[config.mk]
export PLATFORM = sky130hd
export DESIGN_NAME = mrs_splitter
export DESIGN_NICKNAME = d
export VERILOG_FILES = /design/src/rtl/mrs_pkg.sv /design/src/rtl/mrs_req_norm.sv /design/src/rtl/mrs_chunk.sv /design/src/rtl/mrs_splitter.sv
export SDC_FILE = /design/constraint.sdc
export NUM_CORES = 1
export LEC_CHECK = 0
export BUFFER_PORTS_ARGS = -buffer_cell sky130_fd_sc_hd__clkbuf_2
export CELL_PAD_IN_SITES_DETAIL_PLACEMENT = 1
export CELL_PAD_IN_SITES_GLOBAL_PLACEMENT = 1
export CORE_ASPECT_RATIO = 0.75
export CORE_MARGIN = 1.5
export CORE_UTILIZATION = 45
export DETAILED_ROUTE_END_ITERATION = 12
export GPL_ROUTABILITY_DRIVEN = 0
export PLACE_DENSITY = 0.9
export RECOVER_POWER = 100
export SYNTH_ARGS = -nofsm -noshare
export SYNTH_HDL_FRONTEND = slang
export SYNTH_SLANG_ARGS = --single-unit
export TNS_END_PERCENT = 30
[constraint.sdc]
create_clock -name clk -period 14 [get_ports clk]
set_input_delay 3.5 -clock clk [delete_from_list [all_inputs] [get_ports clk]]
set_output_delay 3.5 -clock clk [all_outputs]
set_load 0.05 [all_outputs]
[src/rtl/mrs_pkg.sv]
package mrs_pkg;

    typedef enum logic [1:0] {
        REQ_INV   = 2'd0,
        REQ_CLEAN = 2'd1,
        REQ_FLUSH = 2'd2,
        REQ_NONE  = 2'd3
    } req_kind_e;

    typedef enum logic [1:0] {
        CMD_CLEAN_RANGE = 2'd0,
        CMD_INV_RANGE   = 2'd1,
        CMD_CLINV_LINE  = 2'd2,
        CMD_RSVD        = 2'd3
    } cmd_kind_e;

    typedef enum logic [2:0] {
        ST_IDLE,
        ST_HEAD,
        ST_TAIL,
        ST_FIRST,
        ST_SECOND,
        ST_DONE
    } state_e;

endpackage

[src/rtl/mrs_req_norm.sv]
// Aligns a fresh request to line boundaries and decides which edge lines need
// single-line treatment.
module mrs_req_norm #(
    parameter int ADDR_W     = 32,
    parameter int LINE_BYTES = 32
) (
    input  logic [1:0]        kind,
    input  logic [ADDR_W-1:0] start_addr,
    input  logic [ADDR_W-1:0] stop_addr,
    input  logic              wt,
    output logic              empty,
    output logic              head,
    output logic              tail,
    output logic [ADDR_W-1:0] cur0,
    output logic [ADDR_W-1:0] end0
);
    import mrs_pkg::*;

    localparam logic [ADDR_W-1:0] LMASK = ADDR_W'(LINE_BYTES - 1);

    logic [ADDR_W-1:0] start_dn, start_up, stop_dn, stop_up;
    logic              start_un, stop_un;

    always_comb begin
        start_dn = start_addr & ~LMASK;
        start_up = (start_addr | LMASK) + ADDR_W'(1);
        stop_dn  = stop_addr & ~LMASK;
        stop_up  = (stop_addr + LMASK) & ~LMASK;
        start_un = |(start_addr & LMASK);
        stop_un  = |(stop_addr & LMASK);

        empty = (kind == REQ_NONE) || (start_addr >= stop_addr) ||
                ((kind == REQ_CLEAN) && wt);
        head  = 1'b0;
        tail  = 1'b0;
        cur0  = start_dn;
        end0  = stop_up;

        if (kind == REQ_INV) begin
            head = start_un;
            cur0 = start_un ? start_up : start_addr;
            tail = (cur0 < stop_addr) && stop_un;
            end0 = tail ? stop_dn : stop_addr;
        end

        if (empty) begin
            head = 1'b0;
            tail = 1'b0;
        end
    end

endmodule

[src/rtl/mrs_chunk.sv]
// Exclusive end of the next chunk: the earliest of the request end, the size
// cap and the next page boundary.
module mrs_chunk #(
    parameter int ADDR_W      = 32,
    parameter int CHUNK_BYTES = 1024,
    parameter int PAGE_BYTES  = 4096
) (
    input  logic [ADDR_W-1:0] cur,
    input  logic [ADDR_W-1:0] lim,
    output logic [ADDR_W-1:0] nxt
);
    localparam logic [ADDR_W-1:0] PMASK = ADDR_W'(PAGE_BYTES - 1);
    localparam logic [ADDR_W-1:0] CAP   = ADDR_W'(CHUNK_BYTES);

    logic [ADDR_W-1:0] cap_end, page_end;

    always_comb begin
        cap_end  = cur + CAP;
        page_end = (cur | PMASK) + ADDR_W'(1);
        nxt      = lim;
        if (nxt > cap_end)  nxt = cap_end;
        if (nxt > page_end) nxt = page_end;
    end

endmodule

[src/rtl/mrs_splitter.sv]
module mrs_splitter #(
    parameter int ADDR_W      = 32,
    parameter int LINE_BYTES  = 32,
    parameter int CHUNK_BYTES = 1024,
    parameter int PAGE_BYTES  = 4096
) (
    input  logic              clk,
    input  logic              rst_n,
    input  logic              wt_override,
    input  logic              req_valid,
    output logic              req_ready,
    input  logic [1:0]        req_op,
    input  logic [ADDR_W-1:0] req_start,
    input  logic [ADDR_W-1:0] req_end,
    output logic              cmd_valid,
    input  logic              cmd_ready,
    output logic [1:0]        cmd_op,
    output logic [ADDR_W-1:0] cmd_start,
    output logic [ADDR_W-1:0] cmd_end,
    output logic              done
);
    import mrs_pkg::*;

    localparam logic [ADDR_W-1:0] LINE = ADDR_W'(LINE_BYTES);

    state_e            state_q, state_d;
    logic [1:0]        kind_q;
    logic              wt_q, tail_q;
    logic [ADDR_W-1:0] cur_q, end_q;

    logic              n_empty, n_head, n_tail;
    logic [ADDR_W-1:0] n_cur, n_end, chunk_end;
    logic              pair, last_chunk, take_req;

    mrs_req_norm #(.ADDR_W(ADDR_W), .LINE_BYTES(LINE_BYTES)) u_norm (
        .kind       (req_op),
        .start_addr (req_start),
        .stop_addr  (req_end),
        .wt         (wt_override),
        .empty      (n_empty),
        .head       (n_head),
        .tail       (n_tail),
        .cur0       (n_cur),
        .end0       (n_end)
    );

    mrs_chunk #(.ADDR_W(ADDR_W), .CHUNK_BYTES(CHUNK_BYTES), .PAGE_BYTES(PAGE_BYTES)) u_chunk (
        .cur (cur_q),
        .lim (end_q),
        .nxt (chunk_end)
    );

    assign pair       = (kind_q == REQ_FLUSH) && !wt_q;
    assign last_chunk = (chunk_end >= end_q);
    assign take_req   = (state_q == ST_IDLE) && req_valid;

    // next-state logic
    always_comb begin
        state_d = state_q;
        unique case (state_q)
            ST_IDLE: begin
                if (req_valid) begin
                    if (n_empty)     state_d = ST_DONE;
                    else if (n_head) state_d = ST_HEAD;
                    else if (n_tail) state_d = ST_TAIL;
                    else             state_d = ST_FIRST;
                end
            end
            ST_HEAD: begin
                if (cmd_ready) begin
                    if (tail_q)             state_d = ST_TAIL;
                    else if (cur_q < end_q) state_d = ST_FIRST;
                    else                    state_d = ST_DONE;
                end
            end
            ST_TAIL: begin
                if (cmd_ready) state_d = (cur_q < end_q) ? ST_FIRST : ST_DONE;
            end
            ST_FIRST: begin
                if (cmd_ready) begin
                    if (pair)            state_d = ST_SECOND;
                    else if (last_chunk) state_d = ST_DONE;
                    else                 state_d = ST_FIRST;
                end
            end
            ST_SECOND: begin
                if (cmd_ready) state_d = last_chunk ? ST_DONE : ST_FIRST;
            end
            ST_DONE: state_d = ST_IDLE;
            default: state_d = ST_IDLE;
        endcase
    end

    // state register
    always_ff @(posedge clk or negedge rst_n) begin
        if (!rst_n) state_q <= ST_IDLE;
        else        state_q <= state_d;
    end

    // working range registers
    always_ff @(posedge clk or negedge rst_n) begin
        if (!rst_n) begin
            kind_q <= 2'd0;
            wt_q   <= 1'b0;
            tail_q <= 1'b0;
            cur_q  <= '0;
            end_q  <= '0;
        end else if (take_req) begin
            kind_q <= req_op;
            wt_q   <= wt_override;
            tail_q <= n_tail;
            cur_q  <= n_cur;
            end_q  <= n_end;
        end else if (cmd_ready &&
                     (((state_q == ST_FIRST) && !pair) || (state_q == ST_SECOND))) begin
            cur_q <= chunk_end;
        end
    end

    // outputs
    always_comb begin
        req_ready = 1'b0;
        done      = 1'b0;
        cmd_valid = 1'b0;
        cmd_op    = CMD_INV_RANGE;
        cmd_start = cur_q;
        cmd_end   = chunk_end - LINE;
        unique case (state_q)
            ST_IDLE: req_ready = 1'b1;
            ST_HEAD: begin
                cmd_valid = 1'b1;
                cmd_op    = CMD_CLINV_LINE;
                cmd_start = cur_q - LINE;
                cmd_end   = cur_q - LINE;
            end
            ST_TAIL: begin
                cmd_valid = 1'b1;
                cmd_op    = CMD_CLINV_LINE;
                cmd_start = end_q;
                cmd_end   = end_q;
            end
            ST_FIRST: begin
                cmd_valid = 1'b1;
                cmd_op    = ((kind_q == REQ_CLEAN) || pair) ? CMD_CLEAN_RANGE : CMD_INV_RANGE;
            end
            ST_SECOND: begin
                cmd_valid = 1'b1;
                cmd_op    = CMD_INV_RANGE;
            end
            ST_DONE: done = 1'b1;
            default: ;
        endcase
    end

endmodule

# After elaboration in Yosys (flattened, before gate mapping)
# Cells that the tools add are included.
# op_classes
addsub,6
n_lt_le_gt_ge,6
eq_ne,14
n_mux,32
reduce_logical,20
# ops
operator,count
32-bit 2-to-1 mux,7
32-bit one-hot mux with 2 select lines,2
32-bit by 1-bit adder with 32-bit output (second input constant),2
32-bit greater-or-equal comparator,2
32-bit greater-than comparator,2
32-bit < comparator,2
32-bit by 6-bit subtractor with 32-bit output (second input constant),2
32-bit by 11-bit adder with 32-bit output (second input constant),1
32-bit by 5-bit adder with 32-bit output (second input constant),1
3-bit 2-to-1 mux,10
3-bit one-hot mux with 5 select lines,1
2-bit inequality test (second input constant),5
5-bit OR reduction,2
1-bit 2-to-1 mux,9
3-bit by 2-bit equality test with 1-bit output (second input constant),2
3-bit equality test (second input constant),2
1-bit logical AND,6
5-bit 2-to-1 mux,1
5-bit AND reduction,1
2-bit by 1-bit equality test with 1-bit output (second input constant),2
2-bit equality test (second input constant),2
1-bit logical OR,4
2-bit one-hot mux with 2 select lines,1
4-bit OR reduction,1
other kinds (7),8
# totals
regBits,71
input_bits,71
out_inout_bits,69
word_cells,84

# Longest topological paths before layout
# Gate-level depths: netlist of the first run.
# logic_depth
word_depth,11
depth_mapped,42
mapped_depth_nobuf,38

# Hierarchy
# From an unflattened synthesis of the first run, not the netlist that was laid out.
# hier_totals
cells_unflattened,1698
hier_area_um2,12914.9
# modules_own_cells
module,instances,cells_per_inst,area_each_um2,seq_area_each_um2
mrs_splitter,1,810,6482.5,1776.7
mrs_chunk,1,467,3439.5,0.0
mrs_req_norm,1,421,2992.9,0.0

# Worst setup path after synthesis of the first run
# No wires, ideal clock.
# synth_path
path_type,reg-to-output
from,register cur_q[15]
to,output cmd_end[31]
arrival_time_ns,8.600
required_ns,10.500
slack_ns,1.900
stages_incl_launch_ff,34
n_path_buf,7
path_cell_list,dfrtp_1 clkbuf_1 and3_1 nand4_1 nor4_1 and3_1 nand2_1 xor2_1 ha_1 nand4_1 nor4_1 o221ai_2 a21oi_2 buf_6 buf_8 buf_2 buf_2 a21oi_1 ha_1 nand4_1 nor3_1 nand3b_1 or4_1 o2111ai_4 o21ai_2 buf_4 clkbuf_1 nor2_1 inv_1 ha_1 o211ai_1 nor3_2 and4_1 o31ai_1
# synth_between
elab_chain_len,7
word_cells_on_any_way,9
cone_classes,add/sub: 4; order compare: 2; mux: 3
# synth_lines
element,line_no,rtl
"start, declared",mrs_splitter.sv:29,"logic [ADDR_W-1:0] cur_q, end_q;"
"start signal, assigned",mrs_splitter.sv:112,cur_q <= n_cur;
"start signal, assigned",mrs_splitter.sv:116,cur_q <= chunk_end;
32-bit by 11-bit adder with 32-bit output,mrs_chunk.sv:18,cap_end = cur + CAP;
32-bit greater-than comparator,mrs_chunk.sv:21,if (nxt > cap_end) nxt = cap_end;
32-bit 2-to-1 mux,mrs_chunk.sv:21,
32-bit greater-than comparator,mrs_chunk.sv:22,if (nxt > page_end) nxt = page_end;
32-bit 2-to-1 mux,mrs_chunk.sv:22,
32-bit by 6-bit subtractor with 32-bit output,mrs_splitter.sv:127,cmd_end = chunk_end - LINE;
32-bit one-hot mux with 2 select lines *,mrs_splitter.sv:128,unique case (state_q)
"end, declared",mrs_splitter.sv:19,"output logic [ADDR_W-1:0] cmd_end,"
# Every way passes the cells marked *; elsewhere a longest branch is shown, timed or not.

# Final worst setup path of the first run
# layout_path
from,register cur_q[19]
to,output cmd_end[31]
# The elaborated chain is that of the path after synthesis.

==> run summary, run 1 <==
Die Height = 147.0 um
Worst r2r path cells = 32
All-layer global routing usage = 34.81%
Failing checks = max-capacitance violations, max-slew violations
Count of inserted antenna diode cells = 0
Final setup violation count = 0
Setup repair after global routing missed its margin = no
Mapped Cells = 1654
Number of port buffers = 139
Syn_area_per_cell = 7.524 sq um
Clock-pin slew of the registers on the worst-case setup and hold paths = 0.05 ns
Share of post-route cells with drive strength above 1 = 8.324%
TritonCTS clock tree = yes
Clock latency at the later pin of the worst-skew pair = 0.35 ns
CTS H-Tree Depth = 3
Hold Path Class = flip-flop to flip-flop
Routed vias = 13620
Wire length of the first global-routing pass = 78.84 mm
Post-layout min period = 13.36 ns
Commonest non-fill, non-tap cell in the layout = nand2_1
I/O pins = 140
Setup Skew = 0.01594 ns
Final critical-path share of the clock period = 95.41%
Worst max-slew margin expressed relative to the limit = -164.4%
Clock tree sinks = 71
Most used DFF post-synth = dfrtp_1
Placed wire-length estimate = 40.22 mm
Per-cell routed wire length = 24.11 um
Min-Delay Startpoint = kind_q[0]
Maximum fanout along the worst path = 31
Most frequent cells in the layout = 213 x nand2_1, 186 x ha_1, 123 x nor2_1
Final routed DRC violation total = 0
Cells on Worst Hold Path = 2
Maximum number of pins on one net before global-route repair = 72
Number of pins with negative max-slew slack in the final report = 234
Slowest cell on the critical path = nor4_1
Detailed Route WL = 50.46 mm
Critical path data arrival time = 9.86 ns
Count of cells resized by post-cts repair = 0
Number of hold violations in the final report = 0
Kind of cell adding the most delay to the critical path = simple AND/OR/NAND/NOR gates
Starting DRT DRC Count = 1422
Highest Clock Rate = 74.86 MHz
Clock Tree Buf Depth = 2
Yosys reg bits = 71
Die width = 195.0 um
NumNets Final = 1994
Internal reg-to-reg setup slack = 2.97 ns
Setup tns final = 0 ns
Startpoint of the worst-slack reg-to-reg timing path = cur_q[19]
Share of synthesized registers carrying an async set or reset = 100.0%
End point of the worst hold path = kind_q[0]
Vias per inst = 6.509
Core ar. = 0.02707 sq mm
Number of cell rows = 52
Total iterations of the first detailed-routing run = 7
Post-synthesis cell area = 0.01244 sq mm
Worst Path Buf+Inv = 4
Distinct cell type count of the synthesized netlist = 88
Number of violations of the max-capacitance limit = 5
Data required time of the critical path = 10.50 ns
Hold buffer count at CTS = 0
Type of the worst setup path = flip-flop to primary output
Worst setup EP type = primary output
DIE AREA = 0.02867 sq mm
Via count of the first global-routing pass = 13810
Number of buffers created by CTS = 9
Endpoint of the worst-slack reg-to-reg timing path = state_q[2]
Slew at the pin closest to its max-slew limit = 3.966 ns
Number of routed nets with antenna violations = 0
Effective utilization at floorplan = 45.98%
Startpoint class of the critical path = flip-flop
Layout-stage area growth over the synthesis result = 8.285%
Number of antenna violations at the first check in global routing = 0
Remaining global-route overflow = 0
Post-CTS setup buffer count = 0
Number of warnings reported in the yosys synthesis log = 0
Post-synth EDFFs = 0
Delay of the slowest critical-path stage = 1.04 ns
Clock root buffer = clkbuf_16
Outcome = finished, violations left
Portion of the post-synthesis area used by sequential elements = 14.28%
cells by family (layout without fill, tap and decap cells):
family	count (synthesis)	count (layout)	share of synthesized area, %
AO/OA/AOI/OAI	406	406	22.08
adder cells (fa/ha/maj)	186	186	18.70
XOR/XNOR	163	163	11.47
other	1	4	0.03013
buffers and inverters	188	273	6.616
flip-flops	71	71	14.28
multiplexers	49	49	4.062
AND/OR/NAND/NOR	590	590	22.76
cell usage after synthesis, drive strengths merged (37+ instances only):
library cell / count / share of area [%]
nand2: 213 / 6.4
ha: 186 / 19
nor2: 129 / 3.9
o21ai: 114 / 4.6
inv: 104 / 3.1
xnor2: 103 / 7.2
a21oi: 77 / 3.1
dfrtp: 71 / 14
xor2: 60 / 4.2
clkbuf: 47 / 1.4
a21o: 46 / 2.8
nand3: 45 / 1.8
nand4: 42 / 2.2
mux2i: 40 / 3.2
nor3: 37 / 1.5
worst max-delay path by stage:
stage | start | to | slack (ns) | cells after the start
CTS | cur_q[19] | cmd_end[31] | 0.92 | 27
finish | cur_q[19] | cmd_end[31] | 0.64 | 27
global placement | cur_q[12] | cmd_end[31] | 1.85 | 29
detailed placement | cur_q[12] | cmd_end[31] | 1.33 | 29
floorplan | cur_q[15] | cmd_end[31] | 1.90 | 33
global route | cur_q[19] | cmd_end[31] | 0.10 | 27
worst min-delay path: cells and delay by family (launching register included):
kind / cells / cell delay (ns)
and+or+nand+nor: 2 / 0.13
DFF: 1 / 0.36
through the flow:
stage / cell area [sq um] / instances / hold slack [ns] / utilization [%] / worst slack [ns]
final: 13480 / 2093 / 0.5213 / 49.79 / 0.6421
after global routing: 13480 / 2093 / 0.5559 / 49.79 / 0.1000
after CTS: 13590 / 2093 / 0.5233 / 50.22 / 0.9228
after detailed placement: 13290 / 2077 / 0.4756 / 49.11 / 1.326
after global placement: 13290 / 2077 / 0.4586 / 49.11 / 1.853
after floorplan: 12460 / 1657 / 0.4385 / - / 1.900
per-layer routing:
layer	part of all wire (%)	wire length, um	global-route usage (%)
met5	0	0	0
met4	3.1	1567	11.86
met1	43	21950	49.09
met2	42	21230	52.18
met3	11	5715	7.805
flip-flops by register name, indices dropped and copies added, names as in the netlist:
| signal | flops |
|---|---|
| cur_q | 32 |
| end_q | 32 |
| state_q | 3 |
| kind_q | 2 |
| tail_q | 1 |
| wt_q | 1 |
area by class of cell:
cell class | count | area (sq um)
inverters | 105 | 394.1
multi-input cells | 1398 | 9868
fillers | 3501 | 13590
clock inverters | 5 | 57.56
clock buffers | 11 | 242.7
well taps | 351 | 439.2
flip-flops and latches | 71 | 1777
repair buffers | 152 | 696.9
Power of run 1 is left out: the tool's default activity adds up to more than one toggle a clock period on the data nets, which glitch-free logic cannot reach.
==> inputs of run 2 (changes only) <==
==> constraint.sdc (replaced) <==
create_clock -name clk -period 17.37 [get_ports clk]
set_input_delay 4.3425 -clock clk [delete_from_list [all_inputs] [get_ports clk]]
set_output_delay 4.3425 -clock clk [all_outputs]
set_load 0.05 [all_outputs]
==> run summary, run 2 (synthesis gave the netlist of run 1 again) <==
Post-layout min period = 15.57 ns
Slew at the pin closest to its max-slew limit = 4.011 ns (+0.04494 ns)
Commonest non-fill, non-tap cell in the layout = nand2_1
Placed wire-length estimate = 40.35 mm (+0.33%)
Maximum number of pins on one net before global-route repair = 81 (+13%)
Wire length of the first global-routing pass = 79.07 mm (+0.30%)
Cell area after placement = 0.01326 sq mm (-0.23%)
Die Height = 147.0 um (unchanged)
Clock-pin slew of the registers on the worst-case setup and hold paths = 0.06 ns (about the same)
Worst setup EP type = primary output
Layout-stage area growth over the synthesis result = 7.601%
Startpoint class of the critical path = flip-flop
CTS H-Tree Depth = 3 (unchanged)
Detailed Route WL = 50.52 mm (+0.11%)
Total iterations of the first detailed-routing run = 6 (-1)
Number of violations of the max-capacitance limit = 5 (unchanged)
Worst max-slew margin expressed relative to the limit = -167.4% (-3.0 points)
Clock root buffer = clkbuf_16
Post-CTS setup buffer count = 0 (unchanged)
Effective utilization at floorplan = 45.98% (unchanged)
All-layer global routing usage = 35.06% (+0.26 points)
Highest Clock Rate = 64.23 MHz
Critical path data arrival time = 11.23 ns (+1.37 ns)
Remaining global-route overflow = 0 (unchanged)
Delay of the slowest critical-path stage = 0.76 ns (-0.28 ns)
Clock Tree Buf Depth = 2 (unchanged)
Setup repair after global routing missed its margin = no
TritonCTS clock tree = yes
Data required time of the critical path = 13.03 ns (+2.53 ns)
Starting DRT DRC Count = 1687 (+19%)
FILL cells = 3523 (+0.63%)
Number of port buffers = 139 (unchanged)
Routed vias = 13700 (+0.52%)
Final setup violation count = 0 (unchanged)
Number of buffers created by CTS = 9 (unchanged)
Worst Path Buf+Inv = 5 (+1)
Setup Skew = 0.01064 ns (-0.005301 ns)
Per-cell routed wire length = 24.18 um (+0.30%)
GR met3 Demand/Resource = 7.851% (+0.046 points)
Die width = 195.0 um (unchanged)
Count of cells resized by post-cts repair = 0 (unchanged)
Grt met1 use = 50.13% (+1.0 points)
Hold Path Class = flip-flop to flip-flop
Met2 Resource Use GR = 51.36% (-0.82 points)
Number of routed nets with antenna violations = 0 (unchanged)
Number of placed instances, taps included = 2073 (-0.19%)
Final cell count without fillers = 2089 (-0.19%)
Number of antenna violations at the first check in global routing = 1 (+1)
Area of all sequential standard cells = 0.001777 sq mm (unchanged)
Largest registers = cur_q (32), end_q (32), state_q (3)
Core ar. = 0.02707 sq mm (unchanged)
Most frequent cells in the layout = 212 x nand2_1, 186 x ha_1, 124 x nor2_1
Hold buffer count at CTS = 0 (unchanged)
Slowest cell on the critical path = nor3_1
Failing checks = max-capacitance violations, max-slew violations
Setup tns final = 0 ns (unchanged)
Most used cell along the critical path = ha_1
Final design area excluding fillers = 0.01339 sq mm (-0.63%)
DIE AREA = 0.02867 sq mm (unchanged)
Type of the worst setup path = flip-flop to primary output
Number of hold violations in the final report = 0 (unchanged)
Grt peak-use layer = met2
I/O pins = 140 (unchanged)
Clock tree sinks = 71 (unchanged)
Maximum fanout along the worst path = 78 (+150%)
Share of post-route cells with drive strength above 1 = 7.365% (-0.96 points)
Outcome = finished, violations left
Multi-input gate area = 0.009823 sq mm (-0.46%)
Final critical-path share of the clock period = 89.64%
Vias per inst = 6.556 (+0.71%)
Via count of the first global-routing pass = 13740 (-0.53%)
Kind of cell adding the most delay to the critical path = simple AND/OR/NAND/NOR gates
NumNets Final = 1990 (-0.20%)
Clock latency at the later pin of the worst-skew pair = 0.35 ns (about the same)
Number of cell rows = 52 (unchanged)
Count of inserted antenna diode cells = 0 (unchanged)
Number of pins with negative max-slew slack in the final report = 252 (+7.7%)
Final routed DRC violation total = 0 (unchanged)
Worst-case hold slack = 0.4734 ns (-0.04783 ns)
-- run 2: cell type report --
class / count / share of cell area (%)
sequential: 71 / 13.27
clock buffer: 11 / 1.738
tap: 351 / 3.280
multi-input combinational: 1398 / 73.36
clock inverter: 5 / 0.4392
inverter: 105 / 2.943
timing repair buffer: 148 / 4.971
-- run 2: metrics by stage --
step,setup slack [ns],util [%]
floorplan,4.427,-
global placement,3.917,49.00
detailed placement,3.275,49.00
CTS,2.898,50.07
global route,1.261,49.47
finish,1.800,49.47
-- run 2: tightest hold or removal path, delay by kind of cell, from the launching register on --
family	cells	cell delay [ns]
DFF	1	0.34
and+or+nand+nor	2	0.10
-- run 2: routing by layer --
layer	wire length (um)	up-vias	share of wire [%]
met5	0	-	0
met4	1880	0	3.7
met3	5947	132	12
met2	20750	816	41
met1	21940	6641	43
li1	-	6106	-
-- run 2: worst paths after layout --
check                           from          end  slack [ns]  cells past startpoint
max in group asynchronous      rst_n    cur_q[26]        9.62                      2
max reg2reg                cur_q[12]   state_q[2]        5.60                     35
min                             wt_q         wt_q        0.47                      2
min reg2reg                     wt_q         wt_q        0.47                      2
max                        cur_q[12]  cmd_end[31]        1.80                     32
min in group asynchronous      rst_n     cur_q[4]        5.51                      2
Power of run 2 is left out for the same reason.
